File: src/rtl/mm_slave_pkg.sv
`timescale 1ns/1ps
package mm_slave_pkg;

    localparam int DATA_W = 32;
    localparam int BE_W   = DATA_W / 8;

    typedef logic [DATA_W-1:0] word_t;
    typedef logic [BE_W-1:0]   be_t;

    typedef enum logic {
        CMD_RD = 1'b0,
        CMD_WR = 1'b1
    } cmd_kind_e;

    typedef enum logic [1:0] {
        RESP_OKAY  = 2'b00,
        RESP_ERROR = 2'b11
    } resp_code_e;

    typedef struct packed {
        cmd_kind_e  kind;
        resp_code_e code;
        word_t      data;
    } resp_entry_t;

    // Replace only the byte lanes whose enable bit is set
    function automatic word_t merge_bytes(word_t old_w, word_t new_w, be_t be);
        word_t res;
        res = old_w;
        for (int b = 0; b < BE_W; b++) begin
            if (be[b]) res[8*b +: 8] = new_w[8*b +: 8];
        end
        return res;
    endfunction

endpackage

File: src/rtl/mm_word_store.sv
`timescale 1ns/1ps
module mm_word_store
    import mm_slave_pkg::*;
#(
    parameter int WORDS = 16,
    parameter int IDX_W = (WORDS > 1) ? $clog2(WORDS) : 1
) (
    input  logic             clk,
    input  logic             rst,
    input  logic             we,
    input  logic [IDX_W-1:0] idx,
    input  word_t            wdata,
    input  be_t              be,
    output word_t            rdata
);

    word_t words [WORDS];

    always_ff @(posedge clk) begin
        if (rst) begin
            for (int w = 0; w < WORDS; w++) words[w] <= '0;
        end else if (we) begin
            words[idx] <= merge_bytes(words[idx], wdata, be);
        end
    end

    assign rdata = words[idx];

endmodule

File: src/rtl/mm_cmd_decode.sv
`timescale 1ns/1ps
module mm_cmd_decode
    import mm_slave_pkg::*;
#(
    parameter int ADDR_W = 8,
    parameter int WORDS  = 16,
    parameter int IDX_W  = (WORDS > 1) ? $clog2(WORDS) : 1
) (
    input  logic              accept,
    input  logic              is_write,
    input  logic [ADDR_W-1:0] addr,
    input  word_t             store_rdata,
    output logic              store_we,
    output logic [IDX_W-1:0]  store_idx,
    output resp_entry_t       entry
);

    logic in_range;

    assign in_range  = (int'(addr) < WORDS);
    assign store_idx = addr[IDX_W-1:0];
    assign store_we  = accept && is_write && in_range;

    always_comb begin
        entry.kind = is_write ? CMD_WR : CMD_RD;
        entry.code = in_range ? RESP_OKAY : RESP_ERROR;
        entry.data = (!is_write && in_range) ? store_rdata : '0;
    end

endmodule

File: src/rtl/mm_resp_fifo.sv
`timescale 1ns/1ps
module mm_resp_fifo
    import mm_slave_pkg::*;
#(
    parameter int DEPTH = 2
) (
    input  logic        clk,
    input  logic        rst,
    input  logic        push,
    input  resp_entry_t push_entry,
    input  logic        pop,
    output resp_entry_t head,
    output logic        not_empty,
    output logic        full
);

    localparam int PTR_W = (DEPTH > 1) ? $clog2(DEPTH) : 1;
    localparam int CNT_W = $clog2(DEPTH + 1);

    resp_entry_t      mem [DEPTH];
    logic [PTR_W-1:0] wr_ptr, rd_ptr;
    logic [CNT_W-1:0] count;

    function automatic logic [PTR_W-1:0] step(logic [PTR_W-1:0] p);
        return (p == PTR_W'(DEPTH - 1)) ? '0 : p + 1'b1;
    endfunction

    always_ff @(posedge clk) begin
        if (push) mem[wr_ptr] <= push_entry;
    end

    always_ff @(posedge clk) begin
        if (rst) begin
            wr_ptr <= '0;
            rd_ptr <= '0;
            count  <= '0;
        end else begin
            if (push) wr_ptr <= step(wr_ptr);
            if (pop)  rd_ptr <= step(rd_ptr);
            case ({push, pop})
                2'b10:   count <= count + 1'b1;
                2'b01:   count <= count - 1'b1;
                default: count <= count;
            endcase
        end
    end

    assign head      = mem[rd_ptr];
    assign not_empty = (count != '0);
    assign full      = (count == CNT_W'(DEPTH));

endmodule

File: src/rtl/mm_resp_slave.sv
`timescale 1ns/1ps
module mm_resp_slave
    import mm_slave_pkg::*;
#(
    parameter int ADDR_W     = 8,
    parameter int WORDS      = 16,
    parameter int FIFO_DEPTH = 2
) (
    input  logic              clk,
    input  logic              rst,
    input  logic              cmd_read,
    input  logic              cmd_write,
    input  logic [ADDR_W-1:0] cmd_addr,
    input  logic [31:0]       cmd_wdata,
    input  logic [3:0]        cmd_byte_en,
    input  logic              cmd_lock,
    output logic              stall,
    output logic              rd_valid,
    output logic [31:0]       rd_data,
    output logic              wr_resp_valid,
    output logic [1:0]        resp_code
);

    localparam int IDX_W = (WORDS > 1) ? $clog2(WORDS) : 1;

    logic        accept;
    logic        q_full, q_valid;
    logic        store_we;
    logic [IDX_W-1:0] store_idx;
    word_t       store_rdata;
    resp_entry_t new_entry, head;
    logic        lock_held;

    assign accept = (cmd_read || cmd_write) && !q_full;
    assign stall  = q_full;

    mm_cmd_decode #(.ADDR_W(ADDR_W), .WORDS(WORDS), .IDX_W(IDX_W)) u_decode (
        .accept      (accept),
        .is_write    (cmd_write),
        .addr        (cmd_addr),
        .store_rdata (store_rdata),
        .store_we    (store_we),
        .store_idx   (store_idx),
        .entry       (new_entry)
    );

    mm_word_store #(.WORDS(WORDS), .IDX_W(IDX_W)) u_store (
        .clk   (clk),
        .rst   (rst),
        .we    (store_we),
        .idx   (store_idx),
        .wdata (cmd_wdata),
        .be    (cmd_byte_en),
        .rdata (store_rdata)
    );

    mm_resp_fifo #(.DEPTH(FIFO_DEPTH)) u_queue (
        .clk        (clk),
        .rst        (rst),
        .push       (accept),
        .push_entry (new_entry),
        .pop        (q_valid),
        .head       (head),
        .not_empty  (q_valid),
        .full       (q_full)
    );

    // Lock is only recorded per taken command
    always_ff @(posedge clk) begin
        if (rst)         lock_held <= 1'b0;
        else if (accept) lock_held <= cmd_lock;
    end

    assign rd_valid      = q_valid && (head.kind == CMD_RD);
    assign wr_resp_valid = q_valid && (head.kind == CMD_WR);
    assign rd_data       = rd_valid ? head.data : '0;
    assign resp_code     = q_valid ? head.code : RESP_OKAY;

endmodule

File: config.mk
export PLATFORM = sky130hd
export DESIGN_NAME = mm_resp_slave
export DESIGN_NICKNAME = d
export VERILOG_FILES = /design/src/rtl/mm_slave_pkg.sv /design/src/rtl/mm_word_store.sv /design/src/rtl/mm_cmd_decode.sv /design/src/rtl/mm_resp_fifo.sv /design/src/rtl/mm_resp_slave.sv
export SDC_FILE = /design/constraint.sdc
export NUM_CORES = 1
export LEC_CHECK = 0
export BUFFER_PORTS_ARGS = -buffer_cell sky130_fd_sc_hd__buf_2
export CAP_MARGIN = 20
export CORE_MARGIN = 2
export CORE_UTILIZATION = 35
export DETAILED_ROUTE_END_ITERATION = 8
export PLACE_DENSITY = 0.62
export SETUP_SLACK_MARGIN = 0.2
export SYNTH_ARGS = -nofsm -noshare
export SYNTH_HDL_FRONTEND = slang
export SYNTH_SLANG_ARGS = --single-unit
File: constraint.sdc
create_clock -name clk -period 3.9 [get_ports clk]
set_clock_uncertainty 0.05 [all_clocks]
set_input_delay 0.39 -clock clk [delete_from_list [all_inputs] [get_ports clk]]
set_output_delay 0.39 -clock clk [all_outputs]
set_load 0.02 [all_outputs]
# Word-level counts from Yosys, hierarchy flattened
# Memories as Yosys holds them, arrays and structs flattened. A register that Yosys moved wholly into a read port is not among the register bits.
# Index checks and enable logic that the tools add are counted.
dict set report classes {
  order_cmp 1
  n_eq_ne 3
  addsub 4
  n_bitwise 1
  mux 32
  reduce_logical 12
}
# op count
set ops {}
lappend ops {{32-bit 2-to-1 mux} 3}
lappend ops {{8-bit 2-to-1 mux} 12}
lappend ops {{32-bit OR reduction} 1}
lappend ops {{1-bit 2-to-1 mux} 13}
lappend ops {{8-bit by 5-bit less-than comparator with 1-bit output, second input constant} 1}
lappend ops {{1-bit logical AND} 6}
lappend ops {{2-bit == test, second input constant} 2}
lappend ops {{2-bit 2-to-1 mux} 2}
lappend ops {{4-bit 2-to-1 mux} 1}
lappend ops {{2-bit case mux with 2 select lines} 1}
lappend ops {{2-bit nonzero test} 2}
lappend ops {{1-bit adder, second input constant} 2}
lappend ops {{2-bit by 1-bit adder with 2-bit output, second input constant} 1}
lappend ops {{2-bit by 1-bit == test with 1-bit output, second input constant} 1}
lappend ops {{1-bit logical NOT} 2}
lappend ops {{2-bit by 1-bit subtractor with 2-bit output, second input constant} 1}
lappend ops {{1-bit logical OR} 1}
lappend ops {{1-bit NOT} 1}
dict set report totals {
  elab_cells 58
  inputBits 49
  ff_bits 4
  memories 2
  ramBits 582
}
# memory depth width rd rd_ports_with_merged_regs wr line
set memory_table {}
lappend memory_table {u_store.words 16 32 1 0 16 mm_word_store.sv:17} ;# word_t words [WORDS];
lappend memory_table {u_queue.mem 2 35 1 1 1 mm_resp_fifo.sv:20} ;# resp_entry_t mem [DEPTH];

# Longest topological paths before layout
dict set report depth {
  depth_word 10
  ltp_mapped 7
  ltp_nobuf 4
}

# Cells and area by module
# A second synthesis with hierarchy kept.
dict set report hier_totals {
  hier_cells 1797
  hier_area_um2 27023.4
}
# mod cells_each seq_area_each_um2 area_each_um2 n_inst
set by_module_without_submodules {}
lappend by_module_without_submodules {mm_word_store 1574 15374.7 23401.2 1}
lappend by_module_without_submodules {mm_resp_fifo 131 2202.1 2728.9 1}
lappend by_module_without_submodules {mm_cmd_decode 49 0.0 515.5 1}
lappend by_module_without_submodules {mm_resp_slave 43 0.0 377.9 1}

# Least setup slack after synthesis
# OpenSTA, ideal clock, no wires.
dict set report synth_timing {
  path_kind {register to register}
  start {register u_queue.count[1]}
  end {memory u_queue.mem[0][0] (netlist bit) (enable)}
  path_buffers 1
  t_arrival_ns 3.092
  setup_slack_ns 0.291
  path_stages_with_launch 4
  cell_sequence {dfxtp_1 -> nor2b_1 -> clkbuf_1 -> nor3_1}
}
dict set report synth_between {
  elab_chain_cells 5
}
# item line
set synth_rtl {}
lappend synth_rtl {{start, declared} mm_resp_fifo.sv:22} ;# logic [CNT_W-1:0] count;
lappend synth_rtl {{start signal, assigned} mm_resp_fifo.sv:41} ;# 2'b10: count <= count + 1'b1;
lappend synth_rtl {{start signal, assigned} mm_resp_fifo.sv:42} ;# 2'b01: count <= count - 1'b1;
lappend synth_rtl {{start signal, assigned} mm_resp_fifo.sv:43} ;# default: count <= count;
lappend synth_rtl {{2-bit == test} mm_resp_fifo.sv:50} ;# assign full = (count == CNT_W'(DEPTH));
lappend synth_rtl {{net stall} mm_resp_slave.sv:17} ;# output logic stall,
lappend synth_rtl {{1-bit logical NOT} mm_resp_slave.sv:34} ;# assign accept = (cmd_read || cmd_write) && !q_full;
lappend synth_rtl {{1-bit logical AND} mm_resp_slave.sv:34}
lappend synth_rtl {{1-bit 2-to-1 mux} mm_resp_fifo.sv:29} ;# if (push) mem[wr_ptr] <= push_entry;
lappend synth_rtl {{1-bit 2-to-1 mux (implied by the code)} mm_resp_fifo.sv:29}
lappend synth_rtl {{end, declared} mm_resp_fifo.sv:20}
# The timed path passes the listed nets, and every way through them passes these cells.

==> results.json <==
{
  "via_per_inst": 5.42,
  "p_int_uw": 10600,
  "yosysWarnings": 0,
  "ys_types": 30,
  "root_buffer": "clkbuf_16",
  "num_io_pins": 86,
  "antenna_found_initial": 0,
  "hold_violations": 0,
  "track_usage_pct": 18.0,
  "fp.dieArea_mm2": 0.0752,
  "drt_pass1_iterations": 5,
  "crit_type": "reg2out",
  "die_x_um": 274,
  "drive_gt1_share_pct": 20.2,
  "clk_latency_ns": 0.62,
  "hold_class": "in2reg",
  "vdd.ir_drop.worst_v": 0.000319,
  "path_max_fanout": 16,
  "tns_ns": 0,
  "seqCellArea_mm2": 0.0175,
  "ys_ff_latch": 585,
  "vias": 15200,
  "worstSetupEndpointType": "output port",
  "synthCells": 1713,
  "cts_buffers": 56,
  "period_minus_slack_ns": 2.97,
  "multi_input_area_mm2": 0.00743,
  "setup_viol": 0,
  "start_util_pct": 35.2,
  "cts_sinks": 585,
  "p_sw_uw": 3140,
  "drt_wl_total_mm": 67.6,
  "clock_power_share_pct": 39.0,
  "final_cell_mix": "edfxtp_1 (580), nor2_1 (562), mux4_2 (116), mux2i_1 (116), buf_2 (81)",
  "grt_max_degree": 43,
  "drc": 0,
  "topRoutingLayerUsed": "met4",
  "finalCritPeriodShare_pct": 76.2,
  "htreeDepth": 2,
  "dpl.hpwl_mm": 40.3,
  "seq_power_share_pct": 52.7,
  "drtIter0Drc": 1682,
  "relSlewSlack_pct": 27.9,
  "powerDensity_mw_per_mm2": 472,
  "layout_commonest_cell": "edfxtp_1",
  "gp_congestion": 0.829,
  "run_status": "completed",
  "cp.arrival_ns": 2.53,
  "worst_slew_pin_slew_ns": 1.08,
  "io_buffer_count": 84,
  "ant_nets": 0,
  "diodes": 0,
  "critical_path_required_ns": 3.46,
  "pwr-share-comb_pct": 8.3,
  "syn2layout_area_growth_pct": 13.7,
  "ys_seq_area_share_pct": 68.6,
  "cts.path.max_buffers": 3,
  "final_util_pct": 40.0,
  "cts_tree": "yes",
  "overflow": 0,
  "post_cts_resized": 0,
  "wl_met3_mm": 6.40,
  "grt_pass1_vias": 15600,
  "p_leak_uw": 0.0100,
  "wl_met2_mm": 31.9,
  "fmax_mhz": 337,
  "synth.avg_cell_area_um2": 14.9,
  "netlist_area_mm2": 0.0256,
  "met1_length_mm": 28.0,
  "core-area_mm2": 0.0726,
  "rsz0062_at_grt": "no",
  "maxCapViolations": 0,
  "crit_path_start_kind": "register",
  "reg2reg_slack_ns": 1.48,
  "fillers": 6732,
  "rows": 99,
  "sw_frac_of_total_pct": 22.9,
  "slew_viol_final": 0,
  "fin_nets": 1844,
  "die_h_um": 274,
  "grt_pass1_wl_mm": 99.7,
  "wire_per_inst_um": 24.1,
  "clkSlewWorstSetupHoldPaths_ns": 0.06,
  "synth_fp_nets": 1762
}
## power groups by stage
stage                     Combinational (µW)  Sequential (µW)  Clock [µW]
after floorplan                          725             7330           0
after global placement                  1130             7330           0
after detailed placement                1150             7350           0
after CTS                               1150             7220        5430
after global routing                    1210             7240        5670
final                                   1140             7220        5350
## worst max-delay path, stage by stage, from the launching register on
cell and delay (ns):
dfxtp_2 0.63, buf_4 0.42, mux2i_1 0.55, nor2_1 0.12
buf_2 0.19
## path summary, 6_finish.rpt
kind,end,start,cells after the start
max reg2reg,u_store.words[14][2],u_queue.count[1],6
min,u_queue.mem[0][33],cmd_addr[5],2
max,rd_data[11],register,4
min reg2reg,u_queue.count[1],u_queue.count[1],2
## cell usage after synthesis
| master | count | area (µm²) |
|---|---|---|
| nand3_4 | 10 | 175 |
| edfxtp_1 | 580 | 17400 |
| o22ai_1 | 32 | 200 |
| buf_1 | 10 | 37.5 |
| nand4_1 | 4 | 25.0 |
| nor2_1 | 562 | 2110 |
| buf_6 | 19 | 214 |
| a41oi_1 | 6 | 52.6 |
| mux2i_1 | 116 | 1160 |
| or3_1 | 2 | 12.5 |
| and2b_1 | 3 | 22.5 |
| clkbuf_1 | 59 | 221 |
| nor2b_1 | 3 | 18.8 |
| mux4_2 | 116 | 2610 |
| inv_1 | 2 | 7.51 |
| buf_2 | 33 | 165 |
| buf_4 | 2 | 15.0 |
| or4_4 | 1 | 11.3 |
| nor3_1 | 2 | 10.0 |
| nor4b_4 | 1 | 23.8 |
| a22oi_1 | 6 | 45.0 |
| and2_1 | 9 | 56.3 |
| xor2_1 | 1 | 8.76 |
| nand2_1 | 45 | 169 |
| nand3_1 | 8 | 40.0 |
| dfxtp_1 | 5 | 100 |
| nand2b_1 | 16 | 100 |
| o21ai_1 | 1 | 5.00 |
| xnor2_1 | 1 | 8.76 |
| o31a_1 | 58 | 508 |
## per-layer routing
metal,global-route usage (%),vias to the layer above
li1,-,6572
met3,4.19,107
met2,29.1,721
met5,0,-
met4,4.89,0
met1,24.4,7790
## kinds of logic after synthesis
group           Yosys count  synth area share [%]
xor+xnor                  2                0.0686
simple gates            666                  10.9
mux                     232                  14.8
buf+inv                 125                  2.59
flops                   585                  68.6
compound gates          103                  3.17
## per-stage QoR
step / instance area [µm²] / power (µW) / setup slack, ns / hold WS [ns] / std cells
floorplan: 25600 / 8050 / 0.291 / 0.382 / 1713
global placement: 27200 / 8470 / 0.927 / 0.409 / 2694
detailed placement: 27200 / 8500 / 0.903 / 0.434 / 2694
CTS: 29100 / 13800 / 0.983 / 0.0270 / 2802
global route: 29100 / 14100 / 0.840 / 0.0520 / 2802
finish: 29100 / 13700 / 0.929 / 0.0654 / 2802
## layout make-up
cell class              instances  share of cell area, %
repair buffers                147                   3.83
clock inverters                30                  0.762
inverters                       2                 0.0258
multi-input cells            1003                   25.5
well taps                     959                   4.13
clock buffers                  76                   5.43
flip-flops and latches        585                   60.3
## state kept, by name, indices dropped and copies added, names as in the netlist, named ones only
| register | count |
|---|---|
| u_store.words | 512 |
| u_queue.rd_ptr | 1 |
| u_queue.wr_ptr | 1 |
| u_queue.count | 2 |
| u_queue.mem | 68 |
## timing repair
action | in CTS | in global routing
setup buffers | 0 | 0
endpoints found under the hold margin | 3 | 0
hold buffers | 2 | 0
Note: power is estimated with default switching activity, not from simulation.
